`config.mk`:
```
export PLATFORM = sky130hd
export DESIGN_NAME = ulsc_gen
export DESIGN_NICKNAME = d
export VERILOG_FILES = /design/src/rtl/ulsc_pkg.sv /design/src/rtl/ulsc_lfsr.sv /design/src/rtl/ulsc_chip_ctr.sv /design/src/rtl/ulsc_gen.sv
export SDC_FILE = /design/constraint.sdc
export NUM_CORES = 1
export LEC_CHECK = 0
export ABC_AREA = 1
export BUFFER_PORTS_ARGS = -buffer_cell sky130_fd_sc_hd__buf_2
export CAP_MARGIN = 20
export CORE_ASPECT_RATIO = 0.8
export CORE_UTILIZATION = 50
export CTS_CLUSTER_SIZE = 10
export DETAILED_ROUTE_END_ITERATION = 6
export MAX_ROUTING_LAYER = met4
export PLACE_DENSITY = 0.78
export REMOVE_ABC_BUFFERS = 1
export SLEW_MARGIN = 20
export SYNTH_ARGS = -nofsm -noshare
export SYNTH_HDL_FRONTEND = slang
export SYNTH_SLANG_ARGS = --single-unit
```
`constraint.sdc`:
```
create_clock -name clk -period 1.7 [get_ports clk]
set_input_delay 0.085 -clock clk [delete_from_list [all_inputs] [get_ports clk]]
set_output_delay 0.085 -clock clk [all_outputs]
set_load 0.005 [all_outputs]
```
`src/rtl/ulsc_pkg.sv`:
```
package ulsc_pkg;
    localparam int REG_W  = 25;
    localparam int CODE_W = 24;

    // feedback taps, bit k is stage k
    localparam logic [REG_W-1:0] X_TAPS = 25'h000_0009;
    localparam logic [REG_W-1:0] Y_TAPS = 25'h000_000F;

    typedef enum logic [1:0] {
        S_IDLE = 2'd0,
        S_RUN  = 2'd1,
        S_ADV  = 2'd2
    } gen_state_e;

    function automatic logic imag_chip(input logic [REG_W-1:0] x, input logic [REG_W-1:0] y);
        return x[4] ^ x[7] ^ x[18] ^ y[4] ^ y[6] ^ y[17];
    endfunction
endpackage

```
`src/rtl/ulsc_lfsr.sv`:
```
module ulsc_lfsr #(
    parameter int                 WIDTH = 25,
    parameter logic [WIDTH-1:0]   TAPS  = '1
) (
    input  logic             clk,
    input  logic             rst,
    input  logic             load,
    input  logic [WIDTH-1:0] load_val,
    input  logic             step,
    output logic [WIDTH-1:0] q
);
    always_ff @(posedge clk) begin
        if (rst)
            q <= '0;
        else if (load)
            q <= load_val;
        else if (step)
            q <= {^(q & TAPS), q[WIDTH-1:1]};
    end


    lfsr_load_chk: assert property (@(posedge clk) disable iff (rst)
        load |=> q == $past(load_val));


    lfsr_shift_chk: assert property (@(posedge clk) disable iff (rst)
        step && !load |=> q[WIDTH-2:0] == $past(q[WIDTH-1:1]));
endmodule

```
`src/rtl/ulsc_chip_ctr.sv`:
```
module ulsc_chip_ctr #(
    parameter int FRAME_LEN = 38400
) (
    input  logic clk,
    input  logic rst,
    input  logic clear,
    input  logic step,
    output logic wrap
);
    localparam int CNT_W = $clog2(FRAME_LEN);
    localparam logic [CNT_W-1:0] LAST = CNT_W'(FRAME_LEN - 1);

    logic [CNT_W-1:0] cnt;

    assign wrap = step && (cnt == LAST);

    always_ff @(posedge clk) begin
        if (rst || clear)
            cnt <= '0;
        else if (step)
            cnt <= wrap ? '0 : cnt + 1'b1;
    end


    frame_wrap_chk: assert property (@(posedge clk) disable iff (rst)
        step && !clear && cnt == LAST |=> cnt == '0);


    cnt_range_chk: assert property (@(posedge clk) disable iff (rst)
        cnt <= LAST);
endmodule

```
`src/rtl/ulsc_gen.sv`:
```
module ulsc_gen
    import ulsc_pkg::*;
#(
    parameter int WIN_LEN   = 64,
    parameter int ADV_W     = 10,
    parameter int FRAME_LEN = 38400
) (
    input  logic              clk,
    input  logic              rst,
    input  logic              cfg_load,
    input  logic [23:0]       cfg_code,
    input  logic              adv_req,
    input  logic [ADV_W-1:0]  adv_windows,
    input  logic              frame_start,
    input  logic              chip_en,
    output logic              busy,
    output logic              chip_re,
    output logic              chip_im
);
    localparam int LEFT_W = ADV_W + $clog2(WIN_LEN) + 1;

    gen_state_e        state, state_nx;
    logic [CODE_W-1:0] code_q;
    logic [LEFT_W-1:0] adv_left;
    logic [REG_W-1:0]  x_q, y_q, x_seed;
    logic cfg_accept, adv_start, adv_last, run_frame;
    logic step_run, step_any, wrap, reload;

    assign cfg_accept = cfg_load && (state != S_ADV);
    assign adv_start  = (state == S_RUN) && adv_req && !cfg_load && (adv_windows != '0);
    assign adv_last   = (state == S_ADV) && (adv_left == LEFT_W'(1));
    assign run_frame  = (state == S_RUN) && frame_start && !cfg_load;
    assign step_run   = (state == S_RUN) && chip_en && !frame_start && !cfg_load;
    assign step_any   = step_run || (state == S_ADV);
    assign reload     = cfg_accept || run_frame || wrap;
    assign x_seed     = {1'b1, cfg_accept ? cfg_code : code_q};

    // state register
    always_ff @(posedge clk) begin
        if (rst)
            state <= S_IDLE;
        else
            state <= state_nx;
    end

    // next state
    always_comb begin
        state_nx = state;
        unique case (state)
            S_IDLE:  if (cfg_accept) state_nx = S_RUN;
            S_RUN:   if (adv_start)  state_nx = S_ADV;
            S_ADV:   if (adv_last)   state_nx = S_RUN;
            default: state_nx = S_IDLE;
        endcase
    end

    // outputs
    always_comb begin
        busy    = (state == S_ADV);
        chip_re = x_q[0] ^ y_q[0];
        chip_im = imag_chip(x_q, y_q);
    end

    always_ff @(posedge clk) begin
        if (rst) begin
            code_q   <= '0;
            adv_left <= '0;
        end else begin
            if (cfg_accept)
                code_q <= cfg_code;
            if (adv_start)
                adv_left <= LEFT_W'(adv_windows) * LEFT_W'(WIN_LEN);
            else if (state == S_ADV)
                adv_left <= adv_left - 1'b1;
        end
    end

    ulsc_lfsr #(.WIDTH(REG_W), .TAPS(X_TAPS)) u_x (
        .clk(clk), .rst(rst), .load(reload), .load_val(x_seed),
        .step(step_any), .q(x_q));

    ulsc_lfsr #(.WIDTH(REG_W), .TAPS(Y_TAPS)) u_y (
        .clk(clk), .rst(rst), .load(reload), .load_val({REG_W{1'b1}}),
        .step(step_any), .q(y_q));

    ulsc_chip_ctr #(.FRAME_LEN(FRAME_LEN)) u_ctr (
        .clk(clk), .rst(rst), .clear(cfg_accept || run_frame),
        .step(step_any), .wrap(wrap));


    adv_end_chk: assert property (@(posedge clk) disable iff (rst)
        adv_last |=> !busy);


    adv_hold_chk: assert property (@(posedge clk) disable iff (rst)
        (state == S_ADV) && (adv_left != LEFT_W'(1)) |=> busy);


    cfg_lock_chk: assert property (@(posedge clk) disable iff (rst)
        (state == S_ADV) && cfg_load |=> code_q == $past(code_q));


    zero_adv_chk: assert property (@(posedge clk) disable iff (rst)
        (state == S_RUN) && adv_req && (adv_windows == '0) |=> !busy);


    idle_quiet_chk: assert property (@(posedge clk) disable iff (rst)
        (state == S_IDLE) && !cfg_load |=> $stable(x_q) && $stable(y_q));
endmodule

```
==> out/metrics.yaml <==
floorplan:
  pin_count: 43
  die_y_microns: 94.91
  die_area_sq_um: 11210
  rows: 33
  initial_core_util: 0.5206
  die_w_microns: 118.1
  core_sq_um: 10360
clock_network:
  clk_latency_ps: 360
  cts_tree: "built"
  cts_max_level: 3
  cts-buffers-inserted: 9
  cts_buffer_depth: 2
  cts.sinks: 109
  postCtsSetupRepairBufs: 0
  clock-root-buffer: "clkbuf_16"
  clkTransAtPathRegs_ps: 80
synthesis:
  synth_edf_count: 0
  synth_area_leader_cell: "dfxtp_1"
  synth_top_area_share: 0.4045
  ys_seq_area_frac: 0.4045
  avgSynthCellArea_sq_um: 6.579
  synth.distinct_cells: 33
  synthCells: 820
  ys.flop_type: "dfxtp_1"
  ys_top_cells_by_area: "dfxtp_1 40%, nand2_1 14%, nor2_1 8.6%, nand3_1 6.2%, inv_1 6.0%"
  yosysWarnings: 0
  syn_area_sq_um: 5395
  synthArstFlopShare: 0
  ys_ff_latch: 109
global_route:
  grt_max_degree: 62
  overflow: 0
  grt_usage: 0.2268
  grt_pass1_vias: 4328
  grt_pass1_wl_microns: 19930
  antenna_found_initial: 0
worst_hold_path:
  holdPathEnd: "code_q[4]"
  hold_path_class: "in -> reg"
  holdPathStages: 3
  holdCritStartpoint: "cfg_code[4]"
route:
  vias_per_cell: 5.107
  drtPass1Iterations: 6
  vias: 5199
  ant_nets: 0
  drt-initial-drc-count: 316
  drc: 0
  avgRoutedWirePerCell_microns: 12.24
  drt-total-wl_microns: 12460
timing:
  slew_viol_final: 0
  hold_viol_final: 0
  holdWs_ps: 11.59
  tightest_slew_ps: 369.4
  max_freq_mhz: 596.7
  fin_crit_sh: 0.9858
  finalClockSkew_ps: 10.23
  relSlewSlack: 0.7537
  setup_viol: 0
  post-route-min-period_ps: 1676
critical_path:
  r2r-start: "u_ctr.cnt[0]"
  cp_data_required_time_ps: 1980
  rrSetupSlack_ps: 20
  critPathKind: "reg -> reg"
  worst_setup_path_start_kind: "flop"
  crit_arrival_ps: 1960
  worstPathMaxFanout: 10
  reg2reg_to: "u_y.q[3]"
  end_kind: "flop"
  rr_worst_depth: 8
flow_run:
  timing.max_cap.violations: 0
place:
  portBuffers: 42
  gp_congestion: 0.9067
  placed_cell_area_sq_um: 5913
  dp_hpwl_microns: 8072
finish:
  syn2layout_area_growth_pct: 19.57
  fin_util: 0.6225
  fin_nets: 916
  antenna_cells: 0
  stdcell_area_sq_um: 6451
  drive_above_1_share: 0.1435
power_and_ir_drop:
  p_leak_nw: 3.037
  vdd_drop_max_v: 0.0006760
  power_density_nw_per_um2: 947.5
  total_power_mw: 6.112
status:
  status: "completed"
[cell type report]
class,count,area (sq um)
Timing Repair Buffer,80,670.6
Clock buffer,10,229.0
Multi-Input combinational cell,583,2776
Inverter,90,344.1
Tap cell,140,175.2
Sequential cell,109,2191
Clock inverter,6,65.06
Fill cell,919,3913
[flip-flops by register name, indices dropped and copies added (netlist names)]
signal	cells
adv_left	17
u_ctr.cnt	16
u_y.q	25
code_q	24
u_x.q	25
state	2
[through the flow]
stage,instances,worst slack [ps],setup TNS (ps)
after detailed placement,994,41.45,0
after floorplan,782,-781.6,-31200
after CTS,1014,19.91,0
final,1018,24.22,0
after global placement,994,107.9,0
after global routing,1018,-49.94,-219.9
[routing by layer]
metal	part of all wire	vias up	global-route usage
li1	-	2702	-
met1	0.50	2337	0.3066
met2	0.44	151	0.3446
met3	0.057	9	0.04589
met4	0.0086	0	0.06090
met5	0	-	-
[where the power goes]
part,internal (mW),switching (mW)
registers,2.75,0.115
clock network,1.04,1.05
logic,0.481,0.677
[logic make-up after synthesis]
logic type,synth area share
AOI/OAI and AO/OA,0.1259
xor gates and xnor gates,0.02922
adders and majority gates,0.006958
buffers and inverters,0.09648
DFF,0.4045
and+or+nand+nor,0.3370
[cells in the mapped netlist (3+ instances only)]
cell / instances
a21oi_1: 63
nand3b_1: 8
buf_2: 15
xnor2_1: 8
inv_1: 86
nand2_1: 196
o21ai_0: 55
nor3_1: 5
o21ai_1: 10
xor2_1: 10
or2_2: 8
nor2_1: 124
dfxtp_1: 109
nand4_1: 5
nand3_1: 67
nand2_2: 5
o21bai_1: 3
ha_1: 3
clkbuf_1: 19
[worst max path at each step]
stage,start,end,slack [ps],depth (start not counted)
finish,u_ctr.cnt[0],u_y.q[3],20,8
floorplan,state[1],u_ctr.cnt[5],-780,8
CTS,u_ctr.cnt[0],u_y.q[4],20,8
global route,u_ctr.cnt[0],u_y.q[3],-50,8
global placement,u_ctr.cnt[0],u_y.q[15],110,8
detailed placement,u_ctr.cnt[0],u_y.q[2],40,8
[worst max-delay path, cell delays in order (launching register included)]
cell and delay, ps:
dfxtp_4 380, ha_4 140, nand3_2 100, nor3_4 240, nand2_4 170, nand2_4 150, nand2_8 80, clkbuf_16 170
a21oi_1 170
[placed cells by master, fill, tap and decap left out, types with 13 or more instances in the layout]
cell type  count
o21ai_1       13
nand2_1      195
clkbuf_16     13
nand3_1       66
dfxtp_1      106
o21ai_0       52
buf_4         21
nor2_1       121
inv_1         85
a21oi_1       61
buf_2         42
[repair_timing]
action                                  4_1_cts  5_1_grt
gates resized for setup                       0       29
hold endpoints to repair                      4        0
hold buffers                                  4        0
endpoints found under the setup margin        0       55
No activity file was read; power rests on OpenSTA's default activity.
